[src/rtl/gpev_pkg.sv]
package gpev_pkg;

    localparam int NUM_KIND = 6;
    localparam int NUM_IRQ  = 3;

    // Detector kinds; the order sets the register layout.
    typedef enum logic [2:0] {
        K_SRISE = 3'd0,
        K_SFALL = 3'd1,
        K_HIGH  = 3'd2,
        K_LOW   = 3'd3,
        K_ARISE = 3'd4,
        K_AFALL = 3'd5
    } det_kind_e;

    // Pending words first, then one group of words per kind.
    localparam int PEND_BASE    = 'h40;
    localparam int GROUP_STRIDE = 12;

    function automatic int irq_lo(input int g);
        case (g)
            0:       return 0;
            1:       return 28;
            default: return 46;
        endcase
    endfunction

    function automatic int irq_hi(input int g, input int npins);
        case (g)
            0:       return 27;
            1:       return 45;
            default: return npins - 1;
        endcase
    endfunction

endpackage

[src/rtl/gpev_sync.sv]
module gpev_sync #(
    parameter int W      = 1,
    parameter int STAGES = 2
) (
    input  logic         clk_i,
    input  logic         rst_ni,
    input  logic [W-1:0] d_i,
    output logic [W-1:0] q_o
);

    logic [STAGES-1:0][W-1:0] chain_d, chain_q;

    always_comb begin
        chain_d[0] = d_i;
        for (int s = 1; s < STAGES; s++) begin
            chain_d[s] = chain_q[s-1];
        end
    end

    always_ff @(posedge clk_i or negedge rst_ni) begin
        if (!rst_ni) chain_q <= '0;
        else         chain_q <= chain_d;
    end

    assign q_o = chain_q[STAGES-1];

endmodule

[src/rtl/gpev_detect.sv]
module gpev_detect
    import gpev_pkg::*;
#(
    parameter int N           = 54,
    parameter int SYNC_STAGES = 2
) (
    input  logic                         clk_i,
    input  logic                         rst_ni,
    input  logic [N-1:0]                 pin_i,
    input  logic [NUM_KIND-1:0][N-1:0]   arm_i,
    output logic [N-1:0]                 evt_o
);

    typedef struct packed {
        logic [N-1:0] prev;   // previous synchronised sample
        logic [N-1:0] raw;    // previous raw sample
    } det_state_t;

    det_state_t st_d, st_q;
    logic [N-1:0] smp;
    logic [NUM_KIND-1:0][N-1:0] hit;

    gpev_sync #(.W(N), .STAGES(SYNC_STAGES)) u_sync (
        .clk_i  (clk_i),
        .rst_ni (rst_ni),
        .d_i    (pin_i),
        .q_o    (smp)
    );

    always_comb begin
        st_d.prev = smp;
        st_d.raw  = pin_i;

        hit[K_SRISE] =  smp   & ~st_q.prev;
        hit[K_SFALL] = ~smp   &  st_q.prev;
        hit[K_HIGH]  =  smp;
        hit[K_LOW]   = ~smp;
        hit[K_ARISE] =  pin_i & ~st_q.raw;
        hit[K_AFALL] = ~pin_i &  st_q.raw;

        evt_o = '0;
        for (int k = 0; k < NUM_KIND; k++) begin
            evt_o = evt_o | (hit[k] & arm_i[k]);
        end
    end

    always_ff @(posedge clk_i or negedge rst_ni) begin
        if (!rst_ni) st_q <= '0;
        else         st_q <= st_d;
    end

endmodule

[src/rtl/gpev_irq_or.sv]
module gpev_irq_or #(
    parameter int W = 1
) (
    input  logic [W-1:0] flags_i,
    output logic         irq_o
);

    assign irq_o = |flags_i;

endmodule

[src/rtl/gpev_top.sv]
module gpev_top
    import gpev_pkg::*;
#(
    parameter int NUM_PINS = 54,
    parameter int BUS_W    = 32,
    parameter int ADDR_W   = 8
) (
    input  logic                clk_i,
    input  logic                rst_ni,
    input  logic [NUM_PINS-1:0] pin_i,
    input  logic                bus_we_i,
    input  logic [ADDR_W-1:0]   bus_addr_i,
    input  logic [BUS_W-1:0]    bus_wdata_i,
    output logic [BUS_W-1:0]    bus_rdata_o,
    output logic [NUM_IRQ-1:0]  irq_o
);

    localparam int NUM_BANKS  = (NUM_PINS + BUS_W - 1) / BUS_W;
    localparam int PAD_W      = NUM_BANKS * BUS_W;
    localparam int NUM_GROUPS = NUM_KIND + 1;   // group 0 is the pending word set
    localparam logic [PAD_W-1:0] PIN_MASK = {PAD_W{1'b1}} >> (PAD_W - NUM_PINS);

    typedef struct packed {
        logic [NUM_KIND-1:0][PAD_W-1:0] arm;
        logic [PAD_W-1:0]               pend;
    } ctl_state_t;

    ctl_state_t st_d, st_q;

    logic [NUM_GROUPS-1:0][NUM_BANKS-1:0] addr_hit;
    logic [NUM_KIND-1:0][NUM_PINS-1:0]    det_arm;
    logic [NUM_PINS-1:0]                  evt;
    logic [PAD_W-1:0]                     clr;
    logic [PAD_W-1:0]                     status_q;

    // Address decode: one compare per register word.
    always_comb begin
        for (int g = 0; g < NUM_GROUPS; g++) begin
            for (int b = 0; b < NUM_BANKS; b++) begin
                addr_hit[g][b] = (bus_addr_i == ADDR_W'(PEND_BASE + GROUP_STRIDE * g + 4 * b));
            end
        end
    end

    always_comb begin
        for (int k = 0; k < NUM_KIND; k++) begin
            det_arm[k] = st_q.arm[k][NUM_PINS-1:0];
        end
    end

    gpev_detect #(.N(NUM_PINS), .SYNC_STAGES(2)) u_detect (
        .clk_i  (clk_i),
        .rst_ni (rst_ni),
        .pin_i  (pin_i),
        .arm_i  (det_arm),
        .evt_o  (evt)
    );

    // Next-state: arm writes, write-one-to-clear, set over clear.
    always_comb begin
        st_d = st_q;
        clr  = '0;
        for (int b = 0; b < NUM_BANKS; b++) begin
            if (bus_we_i && addr_hit[0][b]) begin
                clr[b*BUS_W +: BUS_W] = bus_wdata_i;
            end
        end
        for (int k = 0; k < NUM_KIND; k++) begin
            for (int b = 0; b < NUM_BANKS; b++) begin
                if (bus_we_i && addr_hit[k+1][b]) begin
                    st_d.arm[k][b*BUS_W +: BUS_W] = bus_wdata_i;
                end
            end
            st_d.arm[k] = st_d.arm[k] & PIN_MASK;
        end
        st_d.pend = ((st_q.pend & ~clr) | PAD_W'(evt)) & PIN_MASK;
    end

    always_ff @(posedge clk_i or negedge rst_ni) begin
        if (!rst_ni) st_q <= '0;
        else         st_q <= st_d;
    end

    // Read path.
    always_comb begin
        bus_rdata_o = '0;
        for (int b = 0; b < NUM_BANKS; b++) begin
            if (addr_hit[0][b]) bus_rdata_o = st_q.pend[b*BUS_W +: BUS_W];
        end
        for (int k = 0; k < NUM_KIND; k++) begin
            for (int b = 0; b < NUM_BANKS; b++) begin
                if (addr_hit[k+1][b]) bus_rdata_o = st_q.arm[k][b*BUS_W +: BUS_W];
            end
        end
    end

    assign status_q = st_q.pend;

    // Interrupt folding over fixed pin spans.
    for (genvar g = 0; g < NUM_IRQ; g++) begin : g_irq
        localparam int LO = irq_lo(g);
        localparam int HI = irq_hi(g, NUM_PINS);
        gpev_irq_or #(.W(HI - LO + 1)) u_or (
            .flags_i (st_q.pend[HI:LO]),
            .irq_o   (irq_o[g])
        );
    end

endmodule

[config.mk]
export PLATFORM = sky130hd
export DESIGN_NAME = gpev_top
export DESIGN_NICKNAME = d
export VERILOG_FILES = /design/src/rtl/gpev_pkg.sv /design/src/rtl/gpev_sync.sv /design/src/rtl/gpev_detect.sv /design/src/rtl/gpev_irq_or.sv /design/src/rtl/gpev_top.sv
export SDC_FILE = /design/constraint.sdc
export NUM_CORES = 1
export LEC_CHECK = 0
export ABC_AREA = 1
export BUFFER_PORTS_ARGS = -buffer_cell sky130_fd_sc_hd__buf_4
export CAP_MARGIN = 10
export CORE_ASPECT_RATIO = 1.25
export CORE_MARGIN = 10
export CORE_UTILIZATION = 40
export CTS_CLUSTER_DIAMETER = 150
export DETAILED_ROUTE_END_ITERATION = 6
export SYNTH_ARGS = -nofsm -noshare
export SYNTH_HDL_FRONTEND = slang
export SYNTH_SLANG_ARGS = --single-unit
export TNS_END_PERCENT = 30
[constraint.sdc]
create_clock -name clk_i -period 5 [get_ports clk_i]
set_input_delay 1 -clock clk_i [delete_from_list [all_inputs] [get_ports clk_i]]
set_output_delay 1 -clock clk_i [all_outputs]
set_load 0.05 [all_outputs]
# Word-level counts from Yosys, hierarchy flattened
# Index checks and enable logic that the tools add are counted.
# word_totals
ff_bits	540
inputBits	97
word_cells	85
# op_classes
n_eq_ne	14
mux	16
bitwise_logic	22
n_reduce_logical	17
# ops
cell	count
$and 54x54->54	11
$mux 32	15
$or 54x54->54	6
$not 54->54	5
$eq 8x7->1 const B	11
$reduce_or 28->1	1
$eq 8x8->1 const B	3
$mux 22	1
$reduce_or 18->1	1
$logic_and 1x1->1	14
$reduce_or 8->1	1

# Depth between registers and ports, before layout
# Gate-level depths: netlist (run 1).
# logic_depth
ltp_word	15
depth_mapped	15

# Cells and area by module
# From an unflattened synthesis (run 1), not the netlist that was laid out.
# unflattened
cells_unflattened	3278
hier_area_um2	26123.8
# modules_own_cells
mod	n_inst	cells_per_inst	area_per_inst_um2	seq_area_each_um2
gpev_top	1	2066	16836.1	9459.1
gpev_detect	1	1026	6283.5	2702.6
gpev_sync	1	108	2702.6	2702.6
gpev_irq_or (g_irq[0].u_or)	1	47	178.9	0.0
gpev_irq_or (g_irq[1].u_or)	1	16	66.3	0.0
gpev_irq_or (g_irq[2].u_or)	1	15	56.3	0.0

# Worst setup path after synthesis (run 1)
# No wires, ideal clock.
# synth_timing
path_kind	input -> output
start	input bus_addr_i[5]
end	output bus_rdata_o[14]
arrival_time_ps	2633
required_time_ps	4000
setup_slack_ps	1367
path_stages	12
path_cell_list	nor2_1 > nand2_2 > nor2_2 > buf_2 > nand2_1 > nand3_1 > a21oi_1 > nand3_1 > nand2_1 > nand4_1 > nor2_1 > nor2_1
# synth_via
elab_chain_len	15
# synth_lines
item	line_no	text
start: declaration	gpev_top.sv:12	input logic [ADDR_W-1:0] bus_addr_i,
$eq 8x7->1	gpev_top.sv:40	addr_hit[g][b] = (bus_addr_i == ADDR_W'(PEND_BASE + GROUP_STRIDE * g + 4 * b));
$mux 32 (2 in a row)	gpev_top.sv:88	if (addr_hit[0][b]) bus_rdata_o = st_q.pend[b*BUS_W +: BUS_W];
$mux 32 (11 in a row)	gpev_top.sv:92	if (addr_hit[k+1][b]) bus_rdata_o = st_q.arm[k][b*BUS_W +: BUS_W];
$mux 32 *	gpev_top.sv:92	
end: declaration	gpev_top.sv:14	output logic [BUS_W-1:0] bus_rdata_o,
# Mark *: on every way between the ends. The rest lies on a longest branch, timed or not.

# Final worst setup path (run 1)
# layout_timing
start	input bus_addr_i[4]
end	output bus_rdata_o[1]
# The elaborated chain is that of the path after synthesis.

==> results of run 1 <==
## metal layers
metal / vias to the layer above / GRT usage
met2: 720 / 0.347
met4: 0 / 0.0874
met5: - / 0
met1: 9169 / 0.276
li1: 8666 / -
met3: 156 / 0.0453
## sequential cells by signal, summed over array words and instances (netlist names)
| signal | flops |
|---|---|
| u_detect.st_q | 108 |
| u_detect.u_sync.q_o | 54 |
| status_q | 54 |
| det_arm | 324 |
## critical path, delay by kind of cell
family                 cells  cell delay [ns]
buffers and inverters      6             1.09
and+or+nand+nor            9             1.05
## metrics by stage
| step | power, mW | setup WS (ns) | instances | util | hold WS [ns] |
|---|---|---|---|---|---|
| after global placement | 5.27 | 0.980 | 3344 | 0.434 | 0.357 |
| after CTS | 9.19 | 0.916 | 3434 | 0.463 | 0.370 |
| after detailed placement | 5.28 | 0.917 | 3344 | 0.434 | 0.361 |
| after global routing | 9.45 | 0.709 | 3434 | 0.463 | 0.376 |
| after floorplan | 4.99 | 1.37 | 2547 | - | 0.354 |
| final | 9.11 | 0.835 | 3434 | 0.463 | 0.369 |
## logic make-up (layout without fill, tap and decap cells)
kind of cell / count (synthesis) / after routing / synth area share
and+or+nand+nor: 949 / 949 / 0.169
AOI/OAI and AO/OA: 638 / 638 / 0.170
DFF: 540 / 540 / 0.590
buffers and inverters: 420 / 557 / 0.0716
## final timing paths
kind	from	endpoint	slack [ns]	cells after the start
setup / recovery	bus_addr_i[4]	bus_rdata_o[1]	0.84	15
hold / removal	u_detect.st_q[25]	u_detect.u_sync.q_o[25]	0.37	0
setup reg to reg	u_detect.st_q[68]	status_q[14]	3.87	3
hold reg to reg	u_detect.st_q[25]	u_detect.u_sync.q_o[25]	0.37	0
max in group asynchronous	rst_ni	det_arm[204]	3.35	2
min in group asynchronous	rst_ni	u_detect.st_q[24]	0.46	1
## power by group through the flow
| stage | combinational, mW | clock (mW) | sequential [mW] |
|---|---|---|---|
| after floorplan | 0.253 | 0 | 4.74 |
| after global placement | 0.486 | 0 | 4.78 |
| after detailed placement | 0.498 | 0 | 4.78 |
| after CTS | 0.500 | 3.98 | 4.71 |
| after global routing | 0.568 | 4.15 | 4.73 |
| final | 0.491 | 3.91 | 4.71 |
## cell type report
type                    count  area share
well taps                 750      0.0355
repair buffers            175      0.0529
clock inverters            11     0.00360
inverters                 292      0.0415
multi-input cells        1587       0.296
flip-flops and latches    540       0.512
clock buffers              79      0.0592
## cells in the final DEF, fill, tap and decap left out, drive strengths merged
cell type  Yosys  routed
nor3          16      16
a32oi         16      16
or2            3       3
bufinv         0       1
o211ai        56      56
clkinv         0       9
nand4         44      44
o311ai        16      16
inv          292     293
a221oi        26      26
nand3         36      36
nand3b        15      15
clkbuf        97      79
o21ai        421     421
o2111ai       48      48
a21oi          9       9
buf           31     175
nor4           7       7
o22ai          8       8
nand2        721     721
dfrtp        540     540
nor2         107     107
a211o         38      38
==> impl_metrics.ini, run 1 <==
[clocking]
clock-sinks = 540
cts_setup_buffers = 0
clock_latency_ns = 0.61
cts_buffers = 53
cts_resized = 0
root_buffer = clkbuf_16
hold_buffers = 0
h-tree-depth = 2
clockBufferDepth = 3
clkTransAtPathRegs_ns = 0.06
cts_tree = built

[logic_synthesis]
ys_warn_count = 0
synth_async_sr_flop_share = 1.00
yosysMostFrequentCell = nand2_1
synthDistinctLibCells = 32
ys_ff_latch = 540
syn_inst = 2547
syn-cell-area_sq_mm = 0.0229
synth_edf_count = 0
netlist.area_leader.share = 0.590
synth_common_cells = nand2_1, dfrtp_1, o21ai_0
synth_nets = 2644
synth_ff_type = dfrtp_1
yosys-top-cells-area = dfrtp_1, nand2_1, o21ai_0
syn_area_per_cell_sq_um = 8.99
yosysSeqAreaShare = 0.590
yosysTopAreaCell = dfrtp_1

[final_layout]
nets = 2746
multiInputGateArea_sq_mm = 0.00781
n_fill_cell = 5464
num_antenna_cells = 0
seq_area_sq_mm = 0.0135
areaGrowthSynthToFinish_pct = 15.3
drive_above_1_share = 0.107
final_area_sq_mm = 0.0264

[worst_setup_path]
arrival_ns = 3.16
cp_slowest_stage_delay_ns = 0.43
critPathMostFrequentCell = nor2_1
critPathLaunchType = primary input
cp_cell_sequence = buf_4, inv_2, nor2_1, nand2_1, nor2_1, buf_4, inv_2, nor2_1, nor3_1, nand4_1, nor2_1, nand4_1, nand2_1, inv_1, buf_4
worstPathMaxFanout = 13
crit_type = primary input to output pin
critPathRequiredTime_ns = 4.00
cp_slowest_cell = inv_2
endpoint_kind = output pin

[die]
pin_count = 132
core_sq_mm = 0.0570
initial_core_util = 0.402
die_y_microns = 288
fp.dieW_microns = 234
fp-row-count = 98
die-area_sq_mm = 0.0673

[sta]
finalHoldViolations = 0
worstMarginPinSlew_ns = 1.11
slew_violations = 0
max_freq_ghz = 0.240
finalSetupViolCount = 0
fin_crit_ns = 4.16
finalCritPeriodShare = 0.833
slew_headroom = 0.260
final.setup_skew_ns = 0.0192
tns_ns = 0
grt_setup_unrepaired = false

[routing]
top_layer_used = met4
wl_met2_microns = 34000
antenna_left = 0
wl_met3_microns = 5340
wl_per_cell_microns = 21.0
wl_microns = 72000
dr.pass1.iters = 6
drt-initial-drc-count = 1743
via_count = 18700
wl_met1_microns = 29700
drc = 0
viasPerCell = 5.45

[hold_path]
holdCritPathClass = register to register

[power]
switching_share = 0.238
p_seq_frac = 0.517
p_leak_nw = 11.8
p_comb_frac = 0.054
ir_worst_vdd_mv = 0.234
power.density_mw_per_mm2 = 345
net-switching-power_mw = 2.17
intPower_mw = 6.94
power.share.clock = 0.429

[global_route]
grt_remaining_overflow = 0
track_usage = 0.215
grt_pass1_vias = 18900
grt_max_degree = 123
grt_pass1_wl_microns = 111000
antenna_found_initial = 0

[place]
port_buffers = 131
gp_congestion = 0.868
dpl_cell_area_sq_mm = 0.0248
dp_hpwl_microns = 46800

[run]
max_cap_viol_count = 0

[outcome]
status = completed
Note: power is estimated with default switching activity, not from simulation.
==> inputs of run 2 (changes only) <==
- clock period: 5 -> 3.7 ns (I/O delays scaled with it)
==> impl_metrics.ini, run 2 (synthesis gave the netlist of run 1 again) <==
[outcome]
status = completed

[sta]
tns_ns = 0
slew_headroom = 0.355
slew_violations = 0
finalSetupViolCount = 0
finalHoldViolations = 0
worstMarginPinSlew_ns = 0.958
final.setup_skew_ns = 0.0329
grt_setup_unrepaired = false
holdWs_ns = 0.131
fin_crit_ns = 3.49
finalCritPeriodShare = 0.944
max_freq_ghz = 0.286

[clocking]
clock-sinks = 540
cts_buffers = 53
cts_tree = built
root_buffer = clkbuf_16
hold_buffers = 0
cts_resized = 0
clkTransAtPathRegs_ns = 0.06
clockBufferDepth = 3
h-tree-depth = 2
cts_setup_buffers = 0
clock_latency_ns = 0.62

[global_route]
antenna_found_initial = 0
grt_max_degree = 104
grt_remaining_overflow = 0
track_usage = 0.217
grt_pass1_vias = 19000
grt_pass1_wl_microns = 113000

[worst_setup_path]
cp.buffers_inverters = 3
cp_slowest_stage_delay_ns = 0.36
endpoint_kind = output pin
cp_slowest_cell = nor2_4
arrival_ns = 2.75
critPathLaunchType = primary input
critPathMostFrequentCell = nand2_1
critPathRequiredTime_ns = 2.96
cp_cell_sequence = buf_4, nor2_4, nand2_1, nor2_4, buf_4, nand2_1, o21ai_0, nand2_1, o21ai_1, nand2_1, nand2_1, nand4_1, nor2_1, nand3_1, buf_4
worstPathMaxFanout = 12
crit_family = simple AND/OR/NAND/NOR gates
crit_type = primary input to output pin

[power]
p_total_mw = 12.6
power.density_mw_per_mm2 = 471
net-switching-power_mw = 2.98
intPower_mw = 9.64
p_comb_frac = 0.054
p_leak_nw = 12.0
switching_share = 0.236
power.share.clock = 0.441
p_seq_frac = 0.505
ir_worst_vdd_mv = 0.326

[final_layout]
final_area_sq_mm = 0.0268
largest_reg_flops = 324
num_antenna_cells = 0
areaGrowthSynthToFinish_pct = 16.9
final_common_cell = nand2_1
drive_above_1_share = 0.115
layout_common_cells = nand2_1, dfrtp_1, o21ai_0
n_fill_cell = 5519
final_util = 0.470
nets = 2763

[run]
max_cap_viol_count = 0

[die]
initial_core_util = 0.402
die_y_microns = 288
fp-row-count = 98
fp.dieW_microns = 234
core_sq_mm = 0.0570
die-area_sq_mm = 0.0673
pin_count = 132

[routing]
via_count = 18700
wl_microns = 73000
antenna_left = 0
wl_per_cell_microns = 21.1
viasPerCell = 5.42
drc = 0
drt-initial-drc-count = 1762
dr.pass1.iters = 7

[place]
port_buffers = 131
dp_hpwl_microns = 47800
gp_congestion = 0.879
dpl_cell_area_sq_mm = 0.0250

[hold_path]
holdCritPathClass = primary input to asynchronous set/reset pin
==> run 2: cell count changes in the layout (fill, tap and decap cells not counted) <==
cell        previous run  this run
buf_12                 6        17
buf_4                168       174
bufinv_16              1         4
clkbuf_1              12        10
clkbuf_16             53        55
clkbuf_8              14        12
clkinvlp_4             0         2
inv_16                 1         0
inv_6                  0         1
nand2_2               10        11
nand2_4                1         0
==> run 2: worst paths after layout <==
path / cells past startpoint / endpoint / slack (ns) / from
min: 1 / det_arm[294] / 0.13 / rst_ni
min in group clk_i: 1 / u_detect.st_q[26] / 0.25 / pin_i[26]
max reg2reg: 3 / status_q[33] / 2.56 / u_detect.st_q[87]
max: 15 / bus_rdata_o[17] / 0.21 / bus_addr_i[1]
min reg2reg: 0 / u_detect.u_sync.q_o[53] / 0.37 / u_detect.st_q[53]
max in group asynchronous: 2 / det_arm[262] / 2.54 / rst_ni
==> run 2: power by group through the flow <==
stage / clock network [mW] / logic [mW] / registers [mW]
floorplan: 0 / 0.342 / 6.41
global placement: 0 / 0.670 / 6.46
detailed placement: 0 / 0.688 / 6.47
CTS: 5.65 / 0.690 / 6.37
global route: 5.88 / 0.781 / 6.40
finish: 5.56 / 0.679 / 6.37
==> run 2: cell type report <==
cell class | instances | area (sq um) | area share
clock buffers | 77 | 1580 | 0.0590
multi-input cells | 1587 | 7800 | 0.291
well taps | 750 | 938 | 0.0350
inverters | 292 | 1100 | 0.0409
clock inverters | 16 | 189 | 0.00706
repair buffers | 192 | 1660 | 0.0620
flip-flops and latches | 540 | 13500 | 0.505
==> run 2: through the flow <==
stage,cells,setup slack [ns]
after global routing,3454,0.0440
after global placement,3361,0.237
after floorplan,2547,0.587
final,3454,0.207
after CTS,3454,0.203
after detailed placement,3361,0.240
==> run 2: worst register-to-register path, stage by stage, from the launching register on <==
cell and delay (ns):
dfrtp_1 0.39, a211o_1 0.29, a32oi_1 0.15, o311ai_0 0.16
==> run 2: per-layer routing <==
layer	share of wire	routed length, microns	up-vias	track usage
met5	0	0	-	0
met4	0.033	2380	0	0.0719
met3	0.066	4840	140	0.0378
met2	0.47	34300	688	0.349
met1	0.43	31400	9192	0.291
li1	-	-	8690	-
